--- src/rtl/ow_pkg.sv ---
package ow_pkg;
  typedef enum logic [1:0] {RS_IDLE, RS_LOW, RS_WAIT, RS_REC} rd_state_e;

  function automatic int unsigned us_to_cyc(longint unsigned hz, int unsigned us);
    return int'((hz * longint'(us)) / 64'd1000000);
  endfunction
endpackage

--- src/rtl/ow_line_sync.sv ---
module ow_line_sync (
  input  logic clk_i,
  input  logic rst_ni,
  input  logic line_i,
  output logic line_o
);
  logic [1:0] sync_q;

  // reset to the pulled-up idle level
  always_ff @(posedge clk_i or negedge rst_ni) begin
    if (!rst_ni) sync_q <= 2'b11;
    else         sync_q <= {sync_q[0], line_i};
  end

  assign line_o = sync_q[1];
endmodule

--- src/rtl/ow_read_slot.sv ---
module ow_read_slot #(
  parameter int unsigned LOW_C  = 300,
  parameter int unsigned SAMP_C = 700,
  parameter int unsigned SLOT_C = 3250,
  parameter int unsigned REC_C  = 250
) (
  input  logic clk_i,
  input  logic rst_ni,
  input  logic start_i,
  input  logic line_i,
  output logic drive_low_o,
  output logic busy_o,
  output logic bit_o,
  output logic done_o
);
  import ow_pkg::*;

  localparam int unsigned MAXC = (SLOT_C > REC_C) ? SLOT_C : REC_C;
  localparam int unsigned CW   = $clog2(MAXC + 1);

  rd_state_e       state_q;
  logic [CW-1:0]   cnt_q;
  logic            bit_q;
  logic            done_q;

  always_ff @(posedge clk_i or negedge rst_ni) begin
    if (!rst_ni) begin
      state_q <= RS_IDLE;
      cnt_q   <= '0;
      bit_q   <= 1'b0;
      done_q  <= 1'b0;
    end else begin
      done_q <= 1'b0;
      unique case (state_q)
        RS_IDLE: if (start_i) begin
          state_q <= RS_LOW;
          cnt_q   <= '0;
        end
        RS_LOW: begin
          cnt_q <= cnt_q + 1'b1;
          if (cnt_q == CW'(LOW_C - 1)) state_q <= RS_WAIT;
        end
        RS_WAIT: begin
          cnt_q <= cnt_q + 1'b1;
          // latest sample point still inside the data-valid window
          if (cnt_q == CW'(SAMP_C - 1)) bit_q <= line_i;
          if (cnt_q == CW'(SLOT_C - 1)) begin
            state_q <= RS_REC;
            cnt_q   <= '0;
          end
        end
        RS_REC: begin
          cnt_q <= cnt_q + 1'b1;
          if (cnt_q == CW'(REC_C - 1)) begin
            state_q <= RS_IDLE;
            done_q  <= 1'b1;
          end
        end
        default: state_q <= RS_IDLE;
      endcase
    end
  end

  assign drive_low_o = (state_q == RS_LOW);
  assign busy_o      = (state_q != RS_IDLE);
  assign bit_o       = bit_q;
  assign done_o      = done_q;
endmodule

--- src/rtl/ow_prog_pulse.sv ---
module ow_prog_pulse #(
  parameter int unsigned PROG_C = 24000
) (
  input  logic clk_i,
  input  logic rst_ni,
  input  logic start_i,
  output logic en_o,
  output logic busy_o,
  output logic done_o
);
  localparam int unsigned CW = $clog2(PROG_C + 1);

  logic          act_q;
  logic [CW-1:0] cnt_q;
  logic          done_q;

  always_ff @(posedge clk_i or negedge rst_ni) begin
    if (!rst_ni) begin
      act_q  <= 1'b0;
      cnt_q  <= '0;
      done_q <= 1'b0;
    end else begin
      done_q <= 1'b0;
      if (!act_q) begin
        if (start_i) begin
          act_q <= 1'b1;
          cnt_q <= '0;
        end
      end else begin
        cnt_q <= cnt_q + 1'b1;
        if (cnt_q == CW'(PROG_C - 1)) begin
          act_q  <= 1'b0;
          done_q <= 1'b1;
        end
      end
    end
  end

  assign en_o   = act_q;
  assign busy_o = act_q;
  assign done_o = done_q;
endmodule

--- src/rtl/ow_slot_engine.sv ---
module ow_slot_engine #(
  parameter longint unsigned CLK_HZ = 50_000_000,
  parameter int unsigned LOW_US    = 6,
  parameter int unsigned SAMPLE_US = 14,
  parameter int unsigned SLOT_US   = 65,
  parameter int unsigned REC_US    = 5,
  parameter int unsigned PROG_US   = 480
) (
  input  logic clk_i,
  input  logic rst_ni,
  input  logic cmd_valid_i,
  input  logic cmd_prog_i,
  input  logic crc_ok_i,
  input  logic line_i,
  output logic ready_o,
  output logic drive_low_o,
  output logic prog_en_o,
  output logic bit_o,
  output logic done_o,
  output logic err_o
);
  import ow_pkg::*;

  localparam int unsigned LOW_C  = us_to_cyc(CLK_HZ, LOW_US);
  localparam int unsigned SAMP_C = us_to_cyc(CLK_HZ, SAMPLE_US);
  localparam int unsigned SLOT_C = us_to_cyc(CLK_HZ, SLOT_US);
  localparam int unsigned REC_C  = us_to_cyc(CLK_HZ, REC_US);
  localparam int unsigned PROG_C = us_to_cyc(CLK_HZ, PROG_US);

  localparam bit PARAM_OK = (LOW_US >= 1) && (LOW_US < 15) &&
                            (SAMPLE_US > LOW_US) && (SAMPLE_US < 15) &&
                            (SLOT_US >= 60) && (SLOT_US < 120) &&
                            (REC_US >= 1) && (PROG_US >= 1) && (LOW_C >= 1);

  generate
    if (!PARAM_OK) begin : g_bad_timing
      $error("ow_slot_engine: timing parameters outside legal bus range");
    end
  endgenerate

  logic line_s;
  logic rd_busy, rd_done, pg_busy, pg_done;
  logic idle, rd_start, pg_start, pg_refuse;
  logic err_q;

  assign idle      = !rd_busy && !pg_busy;
  assign rd_start  = idle && cmd_valid_i && !cmd_prog_i;
  assign pg_start  = idle && cmd_valid_i &&  cmd_prog_i &&  crc_ok_i;
  assign pg_refuse = idle && cmd_valid_i &&  cmd_prog_i && !crc_ok_i;

  ow_line_sync u_sync (
    .clk_i  (clk_i),
    .rst_ni (rst_ni),
    .line_i (line_i),
    .line_o (line_s)
  );

  ow_read_slot #(
    .LOW_C  (LOW_C),
    .SAMP_C (SAMP_C),
    .SLOT_C (SLOT_C),
    .REC_C  (REC_C)
  ) u_rd (
    .clk_i       (clk_i),
    .rst_ni      (rst_ni),
    .start_i     (rd_start),
    .line_i      (line_s),
    .drive_low_o (drive_low_o),
    .busy_o      (rd_busy),
    .bit_o       (bit_o),
    .done_o      (rd_done)
  );

  ow_prog_pulse #(
    .PROG_C (PROG_C)
  ) u_pg (
    .clk_i   (clk_i),
    .rst_ni  (rst_ni),
    .start_i (pg_start),
    .en_o    (prog_en_o),
    .busy_o  (pg_busy),
    .done_o  (pg_done)
  );

  always_ff @(posedge clk_i or negedge rst_ni) begin
    if (!rst_ni) err_q <= 1'b0;
    else         err_q <= pg_refuse;
  end

  assign ready_o = idle;
  assign done_o  = rd_done | pg_done;
  assign err_o   = err_q;
endmodule

--- config.mk ---
export PLATFORM = sky130hd
export DESIGN_NAME = ow_slot_engine
export DESIGN_NICKNAME = d
export VERILOG_FILES = /design/src/rtl/ow_pkg.sv /design/src/rtl/ow_line_sync.sv /design/src/rtl/ow_read_slot.sv /design/src/rtl/ow_prog_pulse.sv /design/src/rtl/ow_slot_engine.sv
export SDC_FILE = /design/constraint.sdc
export NUM_CORES = 1
export LEC_CHECK = 0
export CELL_PAD_IN_SITES_DETAIL_PLACEMENT = 1
export CELL_PAD_IN_SITES_GLOBAL_PLACEMENT = 2
export CORE_MARGIN = 4
export CORE_UTILIZATION = 37
export DETAILED_ROUTE_END_ITERATION = 8
export DONT_BUFFER_PORTS = 1
export GPL_TIMING_DRIVEN = 0
export PLACE_DENSITY = 0.78
export SYNTH_ARGS = -nofsm -noshare
export SYNTH_HDL_FRONTEND = slang
export SYNTH_SLANG_ARGS = --single-unit
--- constraint.sdc ---
create_clock -name clk_i -period 1.9 [get_ports clk_i]
set_clock_uncertainty 0.1 [all_clocks]
set_input_delay 0.38 -clock clk_i [delete_from_list [all_inputs] [get_ports clk_i]]
set_output_delay 0.38 -clock clk_i [all_outputs]
set_load 0.05 [all_outputs]
==> impl_metrics.tcl <==
set metrics [dict create \
    synthFlopType "dfrtp_1" \
    vdd_ir_drop_max_mv 0.311 \
    worst_ep_arrival_time_ps 2260 \
    die_height_um 81.8 \
    combPwrFrac_pct 1.8 \
    switching_power_uw 315 \
    drc 0 \
    antenna_found_initial 0 \
    drv_cap 0 \
    cts_buffer_depth 2 \
    vias 1782 \
    hp-start "crc_ok_i" \
    pwr-share-seq_pct 55.5 \
    yosysTopAreaCellShare_pct 42.2 \
    diodes 0 \
    cp.required_ps 1990 \
    final_area_mm2 0.00253 \
    cp-start-kind "flop" \
    hold-path-endpoint "err_o" \
    slew_headroom_pct 48.6 \
    core_area_mm2 0.00520 \
    critPathCaptureType "flop" \
    grt_pass1_vias 1913 \
    ys_seq_area_share_pct 44.8 \
    start_util_pct 38.7 \
    synth-edff-count 0 \
    violations "setup timing" \
    layout_setup_ws_ps -270 \
    grt_pass1_wl_mm 9.14 \
    total_power_mw 1.39 \
    tightest_slew_ps 762 \
    fmax_ghz 0.461 \
    r2r_end "u_rd.state_q[1]" \
    portBuffers 0 \
    h-tree-depth 2 \
    intPower_mw 1.07 \
    synth_area_per_cell_um2 9.92 \
    die_w_um 81.8 \
    grt_max_degree 37 \
    io_pins 12 \
    dpl_cell_area_mm2 0.00212 \
    clkSlewWorstSetupHoldPaths_ps 80 \
    swShare_pct 22.7 \
    post-place-ws_ps -549 \
    clock_sinks 36 \
    vias_per_cell 5.96 \
    synth_nets 217 \
    post-synth-top-area-cell "dfrtp_1" \
    cts_tree "yes" \
    hold_depth 1 \
    leakagePower_nw 1.00 \
    ys.warnings.count 0 \
    synth_cell_types 47 \
    p_clk_share_pct 42.7 \
    worst-path-max-fanout 5 \
    insertion_delay_ps 300 \
    async_flop_share_pct 100 \
    cts-root-buf "clkbuf_8" \
    syn_to_final_growth_pct 25.5 \
    post-route-period-util_pct 114 \
    reg2reg_depth 6 \
    cts_buffers 5 \
    fin_nets 242 \
    power_per_cell_area_mw_per_mm2 549 \
    firstDrtPassIters 4 \
    grt.total_usage_pct 18.0 \
    synthCells 203 \
    ff2ff_setup_slack_ps -270 \
    wl_mm 5.70 \
    slew_violations 0 \
    drive_above_1_share_pct 27.1 \
    setup_viol 15 \
    initialDrtViolationCount 45 \
    r2r-start "u_rd.cnt_q[1]" \
    ys_ff_latch 36 \
    min_period_ps 2170 \
    rows 26 \
    path_class "flop to flop" \
    hold_viol_final 0 \
    wl_per_cell_um 19.1 \
    synth.area.top_cells "dfrtp_1 42%, ha_1 5.0%, nand4_1 3.7%" \
    dieArea_mm2 0.00669 \
    ant_nets 0 \
    dp_hpwl_mm 3.68 \
    grt.overflow.total 0 \
    place.gp.congestion 0.762 \
    rsz0062_at_grt "true" \
    synthesis.area_mm2 0.00201 \
    hold_class "input port to flop" \
    status "finished with violations" \
]
registers in the layout (all words and copies together), names as in the netlist:
signal         flops
u_pg.cnt_q        15
u_rd.state_q       2
u_rd.done_o        1
u_rd.cnt_q        12
u_pg.busy_o        1
err_o              1
u_sync.sync_q      2
u_rd.bit_o         1
u_pg.done_o        1
layer usage:
metal	routed length [um]	track usage, %	vias to the layer above
met5	0	0	-
met4	84	4.82	0
met3	173	4.93	12
met2	3020	33.8	22
met1	2430	19.8	925
li1	-	-	823
repair_timing:
item,4_1_cts,5_1_grt
setup buffers,6,9
cloned,1,0
endpoints found under the setup margin,33,30
hold buffers,3,0
hold endpoints to repair,37,0
pin swaps,10,6
resized for setup,21,15
how the worst max path moves through the flow:
stage | startpoint | depth (start not counted) | end
floorplan | u_rd.cnt_q[1] | 7 | u_rd.cnt_q[7]
global placement | u_pg.busy_o | 4 | u_rd.state_q[1]
detailed placement | u_pg.busy_o | 4 | u_rd.state_q[1]
CTS | u_rd.cnt_q[1] | 8 | u_rd.cnt_q[10]
global route | u_rd.cnt_q[1] | 6 | u_rd.state_q[1]
finish | u_rd.cnt_q[1] | 6 | u_rd.state_q[1]
cell families after synthesis:
family | synth area share [%]
mux | 3.66
simple gates | 21.5
compound gates | 20.9
fa+ha+maj | 4.97
flops | 44.8
xor+xnor | 0.435
buf+inv | 3.73
cells in the final DEF (no fill, tap or decap), types with 4 or more instances in the layout:
master and count:
mux2i_1 4, a221o_1 4, o31ai_1 6, ha_1 4, or3_1 5, a221oi_2 6, clkbuf_8 7, inv_1 5
nand3_1 10, nor4_1 4, a21oi_1 6, o21ai_0 11, buf_4 12, dfrtp_1 33, a21o_1 7, nand4_1 12
nand2_1 17, nor2_1 6, clkbuf_1 4
worst max-delay path, stage by stage (launching register included):
cell and delay [ps]:
dfrtp_1 410, inv_2 90, ha_4 120, or4b_4 490
o31ai_4 300, nand4_1 210, mux2_4 340
through the flow:
step | util [%] | setup TNS [ps] | instances | hold WS (ps)
2_1_floorplan | - | -235 | 203 | -15.6
3_3_place_gp | 40.6 | -5180 | 273 | -14.7
3_5_place_dp | 40.6 | -7990 | 273 | -14.2
4_1_cts | 45.7 | -3120 | 291 | 45.9
5_1_grt | 48.6 | -4920 | 299 | 35.6
6_report | 48.6 | -3140 | 299 | 55.0
cells in the mapped netlist (2+ instances only):
cell type	instances
a211oi_1	2
a21o_1	7
clkbuf_1	4
o211ai_1	2
dfstp_2	2
nand2_1	17
a221oi_1	6
nor2_1	6
a21oi_1	7
o21ai_0	14
inv_1	8
or4_1	2
nor4_1	5
or3_1	5
a221o_1	4
nand4_1	12
ha_1	8
nand3_1	11
nand2b_1	3
or2_2	3
dfrtp_1	34
o31ai_1	8
nor2b_1	2
mux2_2	2
buf_2	3
and3_1	2
mux2i_1	4
power by group through the flow:
stage	clock [mW]	combinational, mW	sequential, mW
after floorplan	0	0.000701	0.785
after global placement	0	0.000738	0.785
after detailed placement	0	0.000800	0.785
after CTS	0.608	0.0261	0.770
after global routing	0.646	0.0288	0.770
final	0.592	0.0253	0.770
layout make-up:
| class | instances | area [um^2] |
|---|---|---|
| plain buffers | 9 | 55.1 |
| clock buffers | 7 | 86.3 |
| clock inverters | 1 | 7.51 |
| fillers | 579 | 2680 |
| inverters | 8 | 30.0 |
| multi-input cells | 150 | 1180 |
| flip-flops and latches | 36 | 905 |
| well taps | 70 | 87.6 |
| repair buffers | 18 | 173 |
(Power assumes the default switching activity.)
